File: src/rtl/sdr_pkg.sv
package sdr_pkg;
    typedef enum logic [1:0] {
        ST_IDLE     = 2'd0,
        ST_WAIT_LOW = 2'd1,
        ST_READY    = 2'd2,
        ST_HIGH     = 2'd3
    } ctl_state_t;
endpackage

File: src/rtl/sdr_sync.sv
module sdr_sync #(
    parameter int W      = 3,
    parameter int STAGES = 2,
    parameter logic [W-1:0] RST_VAL = '0
) (
    input  logic         clk,
    input  logic         rst_n,
    input  logic [W-1:0] d_i,
    output logic [W-1:0] q_o
);
    logic [STAGES-1:0][W-1:0] stg_q;

    always_ff @(posedge clk or negedge rst_n) begin
        if (!rst_n) begin
            for (int i = 0; i < STAGES; i++) stg_q[i] <= RST_VAL;
        end else begin
            stg_q[0] <= d_i;
            for (int i = 1; i < STAGES; i++) stg_q[i] <= stg_q[i-1];
        end
    end

    assign q_o = stg_q[STAGES-1];
endmodule

File: src/rtl/sdr_ctl.sv
module sdr_ctl
    import sdr_pkg::*;
(
    input  logic clk,
    input  logic rst_n,
    input  logic sclk_s,
    input  logic sel_n_s,
    output logic shift_o,
    output logic load_o
);
    ctl_state_t state_q, state_d;

    always_ff @(posedge clk or negedge rst_n) begin
        if (!rst_n) state_q <= ST_IDLE;
        else        state_q <= state_d;
    end

    always_comb begin
        state_d = state_q;
        unique case (state_q)
            ST_IDLE: begin
                if (!sel_n_s) state_d = sclk_s ? ST_WAIT_LOW : ST_READY;
            end
            ST_WAIT_LOW: begin
                if (sel_n_s)      state_d = ST_IDLE;
                else if (!sclk_s) state_d = ST_READY;
            end
            ST_READY: begin
                if (sel_n_s)     state_d = ST_IDLE;
                else if (sclk_s) state_d = ST_HIGH;
            end
            ST_HIGH: begin
                if (sel_n_s)      state_d = ST_IDLE;
                else if (!sclk_s) state_d = ST_READY;
            end
            default: state_d = ST_IDLE;
        endcase
    end

    always_comb begin
        shift_o = 1'b0;
        load_o  = 1'b0;
        unique case (state_q)
            ST_IDLE:     ;
            ST_WAIT_LOW: load_o = sel_n_s;
            ST_READY: begin
                load_o  = sel_n_s;
                shift_o = !sel_n_s && sclk_s;
            end
            ST_HIGH:     load_o = sel_n_s;
            default:     ;
        endcase
    end


    one_shift_per_edge_chk: assert property (@(posedge clk) disable iff (!rst_n)
        shift_o |-> $rose(sclk_s));


    no_shift_on_high_at_select_chk: assert property (@(posedge clk) disable iff (!rst_n)
        ($fell(sel_n_s) && sclk_s) |=> !shift_o);
endmodule

File: src/rtl/sdr_shift.sv
module sdr_shift #(
    parameter int FRAME_W = 16
) (
    input  logic               clk,
    input  logic               rst_n,
    input  logic               shift_i,
    input  logic               bit_i,
    output logic [FRAME_W-1:0] frame_o,
    output logic               sdo_o
);
    logic [FRAME_W-1:0] sr_q;

    always_ff @(posedge clk or negedge rst_n) begin
        if (!rst_n)       sr_q <= '0;
        else if (shift_i) sr_q <= {sr_q[FRAME_W-2:0], bit_i};
    end

    assign frame_o = sr_q;
    assign sdo_o   = sr_q[FRAME_W-1];


    shift_reg_hold_chk: assert property (@(posedge clk) disable iff (!rst_n)
        !shift_i |=> $stable(sr_q));
endmodule

File: src/rtl/sdr_hold.sv
module sdr_hold #(
    parameter int FRAME_W = 16,
    parameter int CODE_W  = 14
) (
    input  logic               clk,
    input  logic               rst_n,
    input  logic               load_i,
    input  logic [FRAME_W-1:0] frame_i,
    output logic [CODE_W-1:0]  code_o
);
    logic [CODE_W-1:0] code_q;

    always_ff @(posedge clk or negedge rst_n) begin
        if (!rst_n)      code_q <= '0;
        else if (load_i) code_q <= frame_i[FRAME_W-1 -: CODE_W];
    end

    assign code_o = code_q;


    code_hold_chk: assert property (@(posedge clk) disable iff (!rst_n)
        !load_i |=> $stable(code_q));
endmodule

File: src/rtl/serial_dac_frontend.sv
module serial_dac_frontend #(
    parameter int CODE_W      = 14,
    parameter int PAD_W       = 2,
    parameter int SYNC_STAGES = 2
) (
    input  logic              clk,
    input  logic              rst_n,
    input  logic              sclk_i,
    input  logic              sdi_i,
    input  logic              sel_n_i,
    output logic              sdo_o,
    output logic [CODE_W-1:0] code_o
);
    localparam int FRAME_W = CODE_W + PAD_W;

    logic [2:0]         sync_q;
    logic               sel_n_s, sclk_s, sdi_s;
    logic               shift_en, load_en;
    logic [FRAME_W-1:0] frame;

    sdr_sync #(.W(3), .STAGES(SYNC_STAGES), .RST_VAL(3'b100)) u_sync (
        .clk   (clk),
        .rst_n (rst_n),
        .d_i   ({sel_n_i, sclk_i, sdi_i}),
        .q_o   (sync_q)
    );

    assign sel_n_s = sync_q[2];
    assign sclk_s  = sync_q[1];
    assign sdi_s   = sync_q[0];

    sdr_ctl u_ctl (
        .clk     (clk),
        .rst_n   (rst_n),
        .sclk_s  (sclk_s),
        .sel_n_s (sel_n_s),
        .shift_o (shift_en),
        .load_o  (load_en)
    );

    sdr_shift #(.FRAME_W(FRAME_W)) u_shift (
        .clk     (clk),
        .rst_n   (rst_n),
        .shift_i (shift_en),
        .bit_i   (sdi_s),
        .frame_o (frame),
        .sdo_o   (sdo_o)
    );

    sdr_hold #(.FRAME_W(FRAME_W), .CODE_W(CODE_W)) u_hold (
        .clk     (clk),
        .rst_n   (rst_n),
        .load_i  (load_en),
        .frame_i (frame),
        .code_o  (code_o)
    );


    load_on_select_rise_chk: assert property (@(posedge clk) disable iff (!rst_n)
        $rose(sel_n_s) |-> load_en);


    no_shift_while_deselected_chk: assert property (@(posedge clk) disable iff (!rst_n)
        sel_n_s |-> !shift_en);
endmodule

File: config.mk
export PLATFORM = sky130hd
export DESIGN_NAME = serial_dac_frontend
export DESIGN_NICKNAME = d
export VERILOG_FILES = /design/src/rtl/sdr_pkg.sv /design/src/rtl/sdr_sync.sv /design/src/rtl/sdr_ctl.sv /design/src/rtl/sdr_shift.sv /design/src/rtl/sdr_hold.sv /design/src/rtl/serial_dac_frontend.sv
export SDC_FILE = /design/constraint.sdc
export NUM_CORES = 1
export LEC_CHECK = 0
export CAP_MARGIN = 25
export CORE_MARGIN = 4
export CORE_UTILIZATION = 35
export CTS_BUF_LIST = sky130_fd_sc_hd__clkbuf_4 sky130_fd_sc_hd__clkbuf_8
export CTS_CLUSTER_SIZE = 16
export DETAILED_ROUTE_END_ITERATION = 10
export DONT_BUFFER_PORTS = 1
export HOLD_SLACK_MARGIN = 0.06
export PLACE_DENSITY_LB_ADDON = 0.3
export SYNTH_ARGS = -nofsm -noshare
export SYNTH_HDL_FRONTEND = slang
export SYNTH_HIERARCHICAL = 1
export SYNTH_SLANG_ARGS = --single-unit
File: constraint.sdc
create_clock -name clk -period 1.5 [get_ports clk]
set_input_delay 0.15 -clock clk [delete_from_list [all_inputs] [get_ports clk]]
set_output_delay 0.15 -clock clk [all_outputs]
set_load 0.02 [all_outputs]
==> Yosys cells after proc, flatten, opt, wreduce, memory -nomap -nowiden <==
Index checks and enable logic that the tools add are counted.
{ "totals": {"regBits": 38, "input_bits": 5, "out_inout_bits": 15, "wordCells": 26} }
{ "op_classes": {"eq_ne": 6, "mux": 9, "reduce_logical": 6} }
{ "ops": {"columns": ["operator", "n"], "rows": [
  ["2-to-1 mux 2 bit", 6],
  ["one-hot mux 2 bit (3 select lines)", 1],
  ["equality test 2 bit, second input constant", 2],
  ["inequality test 3 x 2 -> 1 bit, second input constant", 1],
  ["inequality test 3 bit, second input constant", 1],
  ["AND reduction 3 bit", 1],
  ["OR reduction 3 bit", 1],
  ["equality test 2 x 1 -> 1 bit, second input constant", 1],
  ["zero test 2 bit", 1],
  ["2-to-1 mux 1 bit", 2],
  ["inequality test 2 bit, second input constant", 1],
  ["OR reduction 2 bit", 1],
  ["logical AND 1 bit", 1],
  ["zero test 1 bit", 1]
]} }

==> Logic depth before layout (Yosys ltp) <==
{ "logic_depth": {"word_depth": 4, "ltp_mapped": 6, "depth_no_buf": 3} }

==> Modules after synthesis <==
Netlist, hierarchy kept.
{ "modules_own_cells": {"columns": ["module", "n_inst", "cells_each", "area_each_um2", "seq_area_each_um2"], "rows": [
  ["sdr_shift", 1, 35, 656.9, 400.4],
  ["sdr_hold", 1, 29, 519.2, 350.3],
  ["sdr_sync", 1, 9, 175.2, 152.6],
  ["sdr_ctl", 1, 7, 92.6, 50.0]
]} }

==> Worst setup path after synthesis <==
OpenSTA, ideal clock, no wires.
{ "synth_path": {"path_kind": "register -> register", "start": "reg u_sync.stg_q (netlist bit u_sync/q_o[2])", "end": "reg u_shift.sr_q[10], in the netlist u_shift/frame_o[10]", "arrival_time_ns": 1.333, "required_ns": 1.375, "path_slack_ns": 0.042, "path_stages_with_launch": 7, "cell_sequence": "dfstp_2 > buf_4 > nor2b_4 > nor3b_2 > buf_6 > buf_12 > mux2_4"} }
{ "synth_via": {"elab_chain_cells": 3} }
{ "synth_lines": {"columns": ["item", "line", "source"], "rows": [
  ["start, declared", "sdr_sync.sv:11", "logic [STAGES-1:0][W-1:0] stg_q;"],
  ["zero test 1 bit", null, null],
  ["logical AND 1 bit", "sdr_ctl.sv:48", "shift_o = !sel_n_s && sclk_s;"],
  ["2-to-1 mux 1 bit", "sdr_ctl.sv:43", "unique case (state_q)"],
  ["net shift_en", "serial_dac_frontend.sv:18", "logic shift_en, load_en;"],
  ["end signal, assigned", "sdr_shift.sv:15", "else if (shift_i) sr_q <= {sr_q[FRAME_W-2:0], bit_i};"],
  ["end, declared", "sdr_shift.sv:11", "logic [FRAME_W-1:0] sr_q;"]
]} }
The timed path passes the listed nets, and every way through them passes these cells.
A chain may end at the register's enable or synchronous reset.

==> Worst setup path after layout <==
{ "layout_path": {"start": "reg u_sync.stg_q (netlist bit u_sync/q_o[2])", "end": "reg u_shift.sr_q[15], in the netlist u_shift/frame_o[15]"} }
Same word-level chain as after synthesis.

==> results.sh <==
export IMPL_fin_crit_ps=1400
export IMPL_cp_data_required_time_ps=1670
export IMPL_synth_ff_type="dfrtp_1"
export IMPL_port_buffer_count=0
export IMPL_synth_area_leaders="dfrtp_1 62%, mux2_2 16%, mux2_4 10%, dfstp_2 3.6%, buf_4 2.1%"
export IMPL_cp_start_kind="flip-flop"
export IMPL_yosysWarnings=6
export IMPL_tns_ps=0
export IMPL_cts_buffers=5
export IMPL_min_path_type="in2async"
export IMPL_synth_top_family_by_area="multiplexers"
export IMPL_final_area_mm2=0.00164
export IMPL_synth_top_cell_area_share_pct=62.4
export IMPL_final_period_utilization_pct=93.2
export IMPL_grt_use_total_pct=9.76
export IMPL_crit_chain="nor2b_4 -> nor3b_2 -> buf_12 -> mux2_2"
export IMPL_syn_num_nets=85
export IMPL_arrival_ps=1570
export IMPL_drive_gt1_share_pct=51.7
export IMPL_yosys_area_share_adder_pct=0
export IMPL_cp_slowest_cell="dfstp_2"
export IMPL_firstDrtPassIters=2
export IMPL_fin_nets=93
export IMPL_yosysSeqAreaShare_pct=66.0
export IMPL_routed_wl_um=2030
export IMPL_max_cap_violations=0
export IMPL_first_iter_violations=12
export IMPL_slowest_delay_ps=390
export IMPL_synthTopCellsByCount="36 x dfrtp_1, 20 x mux2_2, 10 x mux2_4"
export IMPL_syn_to_final_growth_pct=13.5
export IMPL_final_hold_viol_count=0
export IMPL_clock_path_buffers=2
export IMPL_worst_clock_skew_ps=4.86
export IMPL_worst_pin_slew_ps=258
export IMPL_synth_edf_count=0
export IMPL_synth_area_leader_cell="dfrtp_1"
export IMPL_total_power_mw=2.24
export IMPL_cts_root_buffer="clkbuf_8"
export IMPL_die_area_mm2=0.00522
export IMPL_rows=23
export IMPL_wire_per_inst_um=14.6
export IMPL_p_comb_share_pct=8.1
export IMPL_synth_mux_area_share_pct=26.0
export IMPL_dpl_hpwl_um=1340
export IMPL_die_h_um=72.2
export IMPL_grt_pass1_wl_um=3680
export IMPL_hold_buffers=5
export IMPL_synth_seq_cells=38
export IMPL_ir_worst_vdd_v=0.000745
export IMPL_critical_path_class="reg2reg"
export IMPL_io_pins=20
export IMPL_place_area_mm2=0.00147
export IMPL_synth_xor_area_share_pct=0
export IMPL_yosysUniqueCellTypes=12
export IMPL_cts_htree_levels=2
export IMPL_setup_viol=0
export IMPL_clock_latency_ps=290
export IMPL_ant_nets=0
export IMPL_synth_cell_area_mm2=0.00144
export IMPL_async_reset_ff_share_pct=100
export IMPL_p_sw_share_pct=23.2
export IMPL_yosysMostFrequentCell="dfrtp_1"
export IMPL_drc_errors=0
export IMPL_end_kind="flip-flop"
export IMPL_vias=643
export IMPL_core_area_mm2=0.00400
export IMPL_cp_top_family="flip-flops"
export IMPL_die_w_um=72.2
export IMPL_fmax_ghz=0.715
export IMPL_cts_setup_buffers=0
export IMPL_final_max_slew_violation_count=0
export IMPL_yosys_area_share_simple_pct=1.82
export IMPL_clkPwrFrac_pct=35.6
export IMPL_first_global_vias=704
export IMPL_n_antenna_cell=0
export IMPL_grt_max_degree=39
export IMPL_place_gp_congestion=0.649
export IMPL_start_util_pct=36.1
export IMPL_p_sw_mw=0.520
export IMPL_status="finished clean"
export IMPL_maxSlewHeadroom_pct=82.8
export IMPL_cts_tree="done"
export IMPL_worstPathMaxFanout=16
export IMPL_clkTransAtPathRegs_ps=70
export IMPL_power_leakage_nw=0.787
export IMPL_utilization_pct=41.0
export IMPL_antenna_found_initial=0
export IMPL_internal_power_mw=1.72
export IMPL_synth_cells=80
export IMPL_avgSynthCellArea_um2=18.0
export IMPL_cts_sinks=38
export IMPL_vias_per_cell=4.63
export IMPL_powerDensity_mw_per_mm2=1370
export IMPL_rsz0062_at_grt="false"
export IMPL_synth_compound_area_share_pct=0.867
export IMPL_timing_critical_path_buf_inv=1
export IMPL_hold_ws_ps=313
export IMPL_cts_resized=0
export IMPL_grt_ovfl_total=0
export IMPL_p_seq_share_pct=56.3
[power groups by stage]
| stage | registers, mW | logic, mW | clock network (mW) |
|---|---|---|---|
| after floorplan | 1.25 | 0.145 | 0 |
| after global placement | 1.28 | 0.145 | 0 |
| after detailed placement | 1.29 | 0.150 | 0 |
| after CTS | 1.27 | 0.186 | 0.825 |
| after global routing | 1.28 | 0.202 | 0.875 |
| final | 1.26 | 0.181 | 0.798 |
[stage by stage]
step,setup slack [ps],cells
global placement,144,126
finish,102,139
floorplan,41.8,80
global route,38.8,139
CTS,97.0,139
detailed placement,111,126
[cell families (layout without fill, tap and decap cells)]
logic type	count (synthesis)	in the layout
buffers and inverters	8	17
muxes	30	30
and+or+nand+nor	2	2
DFF	38	38
AOI/OAI and AO/OA	2	2
[state kept, by name, summed over array words and instances (netlist names)]
signal,flops
u_ctl/state_q,2
u_hold/code_o,14
u_shift/frame_o,16
u_sync/q_o,3
u_sync/stg_q,3
[worst paths after layout]
path                                           startpoint                               to  slack (ps)  depth (start not counted)
worst max-delay path              u_sync/q_o[2]$_DFF_PN1_  u_shift/frame_o[15]$_DFFE_PN0P_         100                          4
worst min-delay path                                rst_n     u_ctl/state_q[0]$_DFFE_PN0P_         310                          2
worst max register to register    u_sync/q_o[2]$_DFF_PN1_  u_shift/frame_o[15]$_DFFE_PN0P_         100                          4
worst min register to register  u_sync/stg_q[0]$_DFF_PN0_          u_sync/q_o[0]$_DFF_PN0_         350                          0
max in group asynchronous                           rst_n        u_sync/stg_q[2]$_DFF_PN1_         940                          2
min in group clk                u_sync/stg_q[0]$_DFF_PN0_          u_sync/q_o[0]$_DFF_PN0_         350                          0
[cell type report]
| cell class | instances | area, µm² |
|---|---|---|
| clock buffer | 8 | 110 |
| tap | 50 | 62.6 |
| fill | 362 | 2360 |
| timing repair buffer | 8 | 95.1 |
| multi-input combinational | 34 | 414 |
| inverter | 1 | 3.75 |
| sequential | 38 | 953 |
[metal layers]
layer | part of all wire, % | wire, µm | GRT usage (%) | vias up
li1 | - | - | - | 285
met2 | 48 | 969 | 13.2 | 13
met5 | 0 | 0 | 0 | -
met1 | 42 | 847 | 11.1 | 341
met3 | 8.5 | 172 | 6.51 | 4
met4 | 2.0 | 41 | 6.26 | 0
[layout by cell type (no fill, tap or decap), drive strengths merged]
| cell type | n |
|---|---|
| a21oi | 1 |
| buf | 4 |
| clkbuf | 8 |
| dfrtp | 36 |
| dfstp | 2 |
| dlygate4sd3 | 4 |
| inv | 1 |
| mux2 | 30 |
| nor2b | 1 |
| nor3b | 1 |
| o21a | 1 |
Note: power is estimated with default switching activity, not from simulation.
